[src/rtl/wdt_pkg.sv]
package wdt_pkg;
  localparam int HW_W   = 16;
  localparam int ADDR_W = 6;
  localparam int N_CH   = 3;
  localparam int WIN_W  = 2;
  localparam int MASK_WIN = N_CH;

  localparam logic [3:0] OFF_COUNT = 4'h0;
  localparam logic [3:0] OFF_LIMIT = 4'h4;
  localparam logic [3:0] OFF_STAT  = 4'h8;
  localparam logic [3:0] OFF_MASK  = 4'h0;

  function automatic logic [HW_W-1:0] swap16(input logic [HW_W-1:0] v);
    return {v[7:0], v[15:8]};
  endfunction
endpackage

[src/rtl/wdt_chan.sv]
module wdt_chan
  import wdt_pkg::*;
#(
  parameter int          W    = HW_W,
  parameter logic [W-1:0] INIT = W'(1)
) (
  input  logic         clk,
  input  logic         rst_n,
  input  logic         tick,
  input  logic         kick,
  input  logic         load,
  input  logic [W-1:0] load_val,
  input  logic         mask,
  output logic [W-1:0] count,
  output logic [W-1:0] limit,
  output logic         running,
  output logic         expired,
  output logic         fire
);

  logic last_step;
  assign last_step = (count <= W'(1));

  always_ff @(posedge clk) begin
    if (!rst_n) begin
      count   <= INIT;
      limit   <= INIT;
      running <= 1'b0;
      expired <= 1'b0;
      fire    <= 1'b0;
    end else begin
      fire <= 1'b0;
      if (load) begin
        limit   <= load_val;
        count   <= load_val;
        running <= 1'b1;
        expired <= 1'b0;
      end else if (kick) begin
        if (running) count <= limit;
      end else if (tick && running) begin
        if (last_step) begin
          count   <= '0;
          running <= 1'b0;
          expired <= 1'b1;
          fire    <= ~mask;
        end else begin
          count <= count - W'(1);
        end
      end
    end
  end

  a_r3_load_start: assert property (@(posedge clk) disable iff (!rst_n)
    load |=> (running && !expired && count == $past(load_val) && limit == $past(load_val)));

  a_r4_idle_hold: assert property (@(posedge clk) disable iff (!rst_n)
    (!running && !load) |=> $stable(count));

  a_r5_kick_reload: assert property (@(posedge clk) disable iff (!rst_n)
    (running && kick && !load) |=> (count == $past(limit)));

  a_r6_expire: assert property (@(posedge clk) disable iff (!rst_n)
    (running && tick && !kick && !load && count <= W'(1)) |=> (expired && !running && count == '0));

  a_r6_hold_zero: assert property (@(posedge clk) disable iff (!rst_n)
    (expired && !load) |=> (count == '0 && expired));

  a_r8_fire_masked: assert property (@(posedge clk) disable iff (!rst_n)
    fire |-> ($past(!mask) && expired));

endmodule

[src/rtl/wdt_regmap.sv]
module wdt_regmap
  import wdt_pkg::*;
(
  input  logic                      req,
  input  logic                      we,
  input  logic                      hw,
  input  logic [ADDR_W-1:0]         addr,
  input  logic [HW_W-1:0]           wdata,
  input  logic [N_CH-1:0][HW_W-1:0] count,
  input  logic [N_CH-1:0][HW_W-1:0] limit,
  input  logic [N_CH-1:0]           running,
  input  logic [N_CH-1:0]           expired,
  input  logic [N_CH-1:0]           mask,
  output logic [N_CH-1:0]           kick,
  output logic [N_CH-1:0]           load,
  output logic [HW_W-1:0]           load_val,
  output logic                      mask_we,
  output logic [N_CH-1:0]           mask_val,
  output logic [HW_W-1:0]           rd_data
);

  logic [WIN_W-1:0] win;
  logic [3:0]       off;

  assign win      = addr[ADDR_W-1 -: WIN_W];
  assign off      = addr[3:0];
  assign load_val = swap16(wdata);
  assign mask_val = wdata[N_CH-1:0];

  always_comb begin
    kick    = '0;
    load    = '0;
    mask_we = 1'b0;
    rd_data = '0;
    if (win == WIN_W'(MASK_WIN)) begin
      if (off == OFF_MASK && !hw) begin
        mask_we = req & we;
        rd_data = HW_W'(mask);
      end
    end else begin
      for (int i = 0; i < N_CH; i++) begin
        if (win == WIN_W'(i)) begin
          case (off)
            OFF_COUNT: if (hw) begin
              rd_data = swap16(count[i]);
              kick[i] = req & ~we;
            end
            OFF_LIMIT: if (hw) begin
              rd_data = swap16(limit[i]);
              load[i] = req & we;
            end
            OFF_STAT: if (!hw) rd_data = HW_W'({expired[i], running[i]});
            default: ;
          endcase
        end
      end
    end
  end

endmodule

[src/rtl/wdt_triple.sv]
module wdt_triple
  import wdt_pkg::*;
#(
  parameter logic [HW_W-1:0] RST_VAL = HW_W'(1)
) (
  input  logic              clk,
  input  logic              rst_n,
  input  logic              tick,
  input  logic              bus_req,
  input  logic              bus_we,
  input  logic              bus_hw,
  input  logic [ADDR_W-1:0] bus_addr,
  input  logic [HW_W-1:0]   bus_wdata,
  output logic [HW_W-1:0]   bus_rdata,
  output logic              irq,
  output logic              cpu_rst_pulse,
  output logic              sys_rst_pulse
);

  logic [N_CH-1:0][HW_W-1:0] cnt_all, lim_all;
  logic [N_CH-1:0]           run_all, exp_all, fire_all, kick_all, load_all;
  logic [N_CH-1:0]           mask_r, mask_val;
  logic [HW_W-1:0]           load_val, rd_data;
  logic                      mask_we;

  wdt_regmap u_map (
    .req(bus_req), .we(bus_we), .hw(bus_hw), .addr(bus_addr), .wdata(bus_wdata),
    .count(cnt_all), .limit(lim_all), .running(run_all), .expired(exp_all),
    .mask(mask_r), .kick(kick_all), .load(load_all), .load_val(load_val),
    .mask_we(mask_we), .mask_val(mask_val), .rd_data(rd_data)
  );

  for (genvar g = 0; g < N_CH; g++) begin : g_ch
    wdt_chan #(.W(HW_W), .INIT(RST_VAL)) u_ch (
      .clk(clk), .rst_n(rst_n), .tick(tick),
      .kick(kick_all[g]), .load(load_all[g]), .load_val(load_val),
      .mask(mask_r[g]), .count(cnt_all[g]), .limit(lim_all[g]),
      .running(run_all[g]), .expired(exp_all[g]), .fire(fire_all[g])
    );
  end

  always_ff @(posedge clk) begin
    if (!rst_n) begin
      mask_r    <= '0;
      bus_rdata <= '0;
    end else begin
      if (mask_we) mask_r <= mask_val;
      if (bus_req && !bus_we) bus_rdata <= rd_data;
    end
  end

  assign irq           = exp_all[0] & ~mask_r[0];
  assign cpu_rst_pulse = fire_all[1];
  assign sys_rst_pulse = fire_all[2];

  a_r7_irq_on_fire: assert property (@(posedge clk) disable iff (!rst_n)
    fire_all[0] |-> irq);

  a_r7_single_pulse: assert property (@(posedge clk) disable iff (!rst_n)
    (cpu_rst_pulse || sys_rst_pulse) |=> (!$past(cpu_rst_pulse) || !cpu_rst_pulse) && (!$past(sys_rst_pulse) || !sys_rst_pulse));

  a_r10_byte_no_effect: assert property (@(posedge clk) disable iff (!rst_n)
    (bus_req && !bus_hw && !tick) |=> $stable(cnt_all) && $stable(lim_all));

  a_r11_kick_beats_tick: assert property (@(posedge clk) disable iff (!rst_n)
    (bus_req && !bus_we && bus_hw && bus_addr == 6'h00 && run_all[0] && tick) |=> (cnt_all[0] == $past(lim_all[0])));

endmodule

[config.mk]
export PLATFORM = sky130hd
export DESIGN_NAME = wdt_triple
export DESIGN_NICKNAME = d
export VERILOG_FILES = /design/src/rtl/wdt_pkg.sv /design/src/rtl/wdt_chan.sv /design/src/rtl/wdt_regmap.sv /design/src/rtl/wdt_triple.sv
export SDC_FILE = /design/constraint.sdc
export NUM_CORES = 1
export LEC_CHECK = 0
export ABC_AREA = 1
export BUFFER_PORTS_ARGS = -buffer_cell sky130_fd_sc_hd__buf_2
export CORE_AREA = 5 5 149 151
export CTS_CLUSTER_DIAMETER = 30
export CTS_CLUSTER_SIZE = 16
export DETAILED_ROUTE_END_ITERATION = 6
export DIE_AREA = 0 0 154 156
export PLACE_DENSITY = 0.57
export SETUP_SLACK_MARGIN = 0.02
export SYNTH_ARGS = -nofsm -noshare
export SYNTH_HDL_FRONTEND = slang
export SYNTH_SLANG_ARGS = --single-unit
[constraint.sdc]
create_clock -name clk -period 2.7 [get_ports clk]
set_input_delay 0.405 -clock clk [delete_from_list [all_inputs] [get_ports clk]]
set_output_delay 0.405 -clock clk [all_outputs]
set_load 0.05 [all_outputs]
==> flow_summary.ini <==
[sta]
finClkSkew_ps = 6.835
max_freq_ghz = 0.4867
max_slew_margin_pct = 56.78
slew_viol_final = 0
hold_viol_final = 0
fin_tns_setup_ps = 0
min_period_over_period_pct = 76.09
rsz0062_at_grt = no
setup_viol = 0
fin_crit_ps = 2055
worst_slew_pin_slew_ps = 646.7

[detailed_routing]
drc = 0
drt_iter0_markers = 767
drt-total-wl_um = 25690
wl_per_cell_um = 18.94
vias = 7513
dr.pass1.iters = 5
viasPerCell = 5.541
drtAntennaViolNets = 0

[power_and_ir_drop]
switchingPower_w = 0.001100
power.density_mw_per_mm2 = 575.5
comb_power_share_pct = 5.5
clock_power_share_pct = 56.0
ir_drop_v = 0.0003494
p_int_w = 0.003645
seqPwrFrac_pct = 38.5
switching_share_pct = 23.18
leakage_nw = 3.256

[global_routing]
grt.total_usage_pct = 21.10
grt_overflow_total = 0
grt_pass1_wl_um = 39830
antenna_found_initial = 0
first_global_vias = 6984
grt_max_degree = 36

[cells_and_area]
syn_to_final_growth_pct = 16.56
drive_above_1_share_pct = 12.86
n_fill_cell = 2188
seq_area_mm2 = 0.002462
multi_input_area_mm2 = 0.003856
fin_cells = 1356
design_area_mm2 = 0.008244
final_nets = 1102
diodes = 0

[floorplanning]
rows = 53
dieArea_mm2 = 0.02402
io-pin-count = 47
die_w_um = 154
fp.dieH_um = 156
start_util_pct = 34.19
core_area_mm2 = 0.02069

[setup_path]
crit_arrival_ps = 2410
path_class = input port to register
required_ps = 3050
crit_path_start_kind = input port
r2r_cells = 9
cp-end-kind = register
crit_fanout = 23

[clock_tree]
clock_path_buffers = 2
clock_latency_ps = 420
cts_setup_buffers = 0
root_buffer = clkbuf_16
clkTransAtPathRegs_ps = 60
cts_tree = yes
cts_buffers = 17
htreeDepth = 4
cts_sinks = 123
cts_hold_buf = 0
post_cts_resized = 0

[placed_design]
hpwl_um = 18730
dpl_cell_area_mm2 = 0.007565
placedCellCount = 1324
portBuffers = 46
gp_congestion = 0.9219

[status]
status = finished clean

[yosys]
synthFlopType = dfxtp_1
ys_seq_area_share_pct = 34.81
synth_warnings = 0
avgSynthCellArea_um2 = 6.827
synth_fp_nets = 1070
ys_async_sr_fraction_pct = 0
synth_edf_count = 0
synth_cell_types = 46
ys_ff_latch = 123
synth_cells = 1036
synth_area_mm2 = 0.007073

[flow_run]
max_cap_viol_count = 0

[hold_path]
min_path_cells = 3
min_path_type = input port to register
## cell type report
type                       instances  area share (%)
tap                              275           4.174
sequential                       123           29.87
clock buffer                      22           5.995
clock inverter                    10           2.246
timing repair buffer              64           4.735
inverter                         136           6.207
multi-input combinational        726           46.77
## cells in the mapped netlist, drive strengths merged, types with 3 or more instances
cell,number,area (um^2)
nor3,21,127.6
a22oi,14,105.1
nand4,10,62.56
nor2,91,389.1
a41oi,3,26.28
o21ai,96,480.5
buf,22,133.9
clkbuf,29,108.9
inv,134,503.0
nor4,4,31.28
o22ai,47,294.0
ha,6,75.07
a21oi,74,370.4
dfxtp,123,2462
nand2,208,813.3
o211ai,25,192.7
a211o,4,35.03
o221ai,16,140.1
a31oi,22,137.6
xnor2,4,35.03
a211oi,5,37.54
xor2,22,192.7
nand3,46,252.8
## cells by family (layout without fill, tap and decap cells)
family	Yosys count	after routing	share of synthesized area, %
compound gates	310	310	26.16
fa+ha+maj	6	6	1.061
flops	123	123	34.81
xor+xnor	26	26	3.219
buf+inv	187	232	10.67
simple gates	384	384	24.08
## power by group through the flow
stage / Sequential (W) / Combinational (W) / Clock, W
after floorplan: 0.00187 / 0.000135 / 0
after global placement: 0.00187 / 0.000255 / 0
after detailed placement: 0.00187 / 0.000254 / 0
after CTS: 0.00183 / 0.000255 / 0.00267
after global routing: 0.00183 / 0.000279 / 0.00275
final: 0.00183 / 0.000262 / 0.00266
## layout by cell type, fill, tap and decap left out, drive strengths merged, types with 4 or more instances in the layout
cell,instances
o221ai,16
nand3,46
nand2,208
buf,64
clkinvlp,4
nand4,10
o21ai,96
a31oi,22
nor4,4
xor2,22
a211o,4
bufinv,5
dfxtp,123
ha,6
inv,134
nor2,91
a211oi,5
a21oi,74
xnor2,4
o22ai,47
o211ai,25
nor3,21
clkbuf,22
a22oi,14
## final timing paths
| path | startpoint | to | slack (ps) |
|---|---|---|---|
| hold / removal | bus_wdata[12] | g_ch[2].u_ch.count[4]$_SDFFE_PN0P_ | 320 |
| setup reg to reg | g_ch[1].u_ch.count[0]$_SDFFE_PN1P_ | g_ch[1].u_ch.count[3]$_SDFFE_PN0P_ | 670 |
| hold reg to reg | mask_r[2]$_SDFFE_PN0P_ | g_ch[2].u_ch.fire$_SDFF_PP0_ | 450 |
| setup / recovery | bus_addr[1] | bus_rdata[0]$_SDFFE_PN0P_ | 650 |
## per-layer routing
layer / global-route usage [%] / vias up / share of wire (%)
met1: 28.40 / 3510 / 43
li1: - / 3600 / -
met5: 0 / - / 0
met3: 5.021 / 56 / 8.3
met4: 8.200 / 0 / 3.2
met2: 32.80 / 347 / 45
## flip-flops by register name, indices dropped and copies added (netlist names)
| signal | count |
|---|---|
| g_ch.u_ch.expired | 3 |
| bus_rdata | 16 |
| g_ch.u_ch.fire | 2 |
| g_ch.u_ch.running | 3 |
| g_ch.u_ch.count | 48 |
| mask_r | 3 |
| g_ch.u_ch.limit | 48 |
## critical path: stages
cell and delay (ps):
buf_2 110, nor2_4 220, nand2_2 110, buf_4 240
inv_1 460, o21ai_0 190, nand2_1 120, nand2_1 50
nand3_1 80, nand2_1 80, nand2_1 70, nand2_1 50
nand2_1 60, nand2_1 50, a21oi_1 110
## through the flow
stage / util (%) / setup WS (ps) / hold slack, ps / power, W
4_1_cts: 39.85 / 703.5 / 302.3 / 0.004751
3_3_place_gp: 36.56 / 285.5 / 454.0 / 0.002121
2_1_floorplan: - / 899.9 / 415.2 / 0.002010
6_report: 39.85 / 645.5 / 316.6 / 0.004745
5_1_grt: 39.85 / 466.4 / 329.8 / 0.004852
3_5_place_dp: 36.56 / 269.8 / 451.8 / 0.002120
No activity file was read; power rests on OpenSTA's default activity.
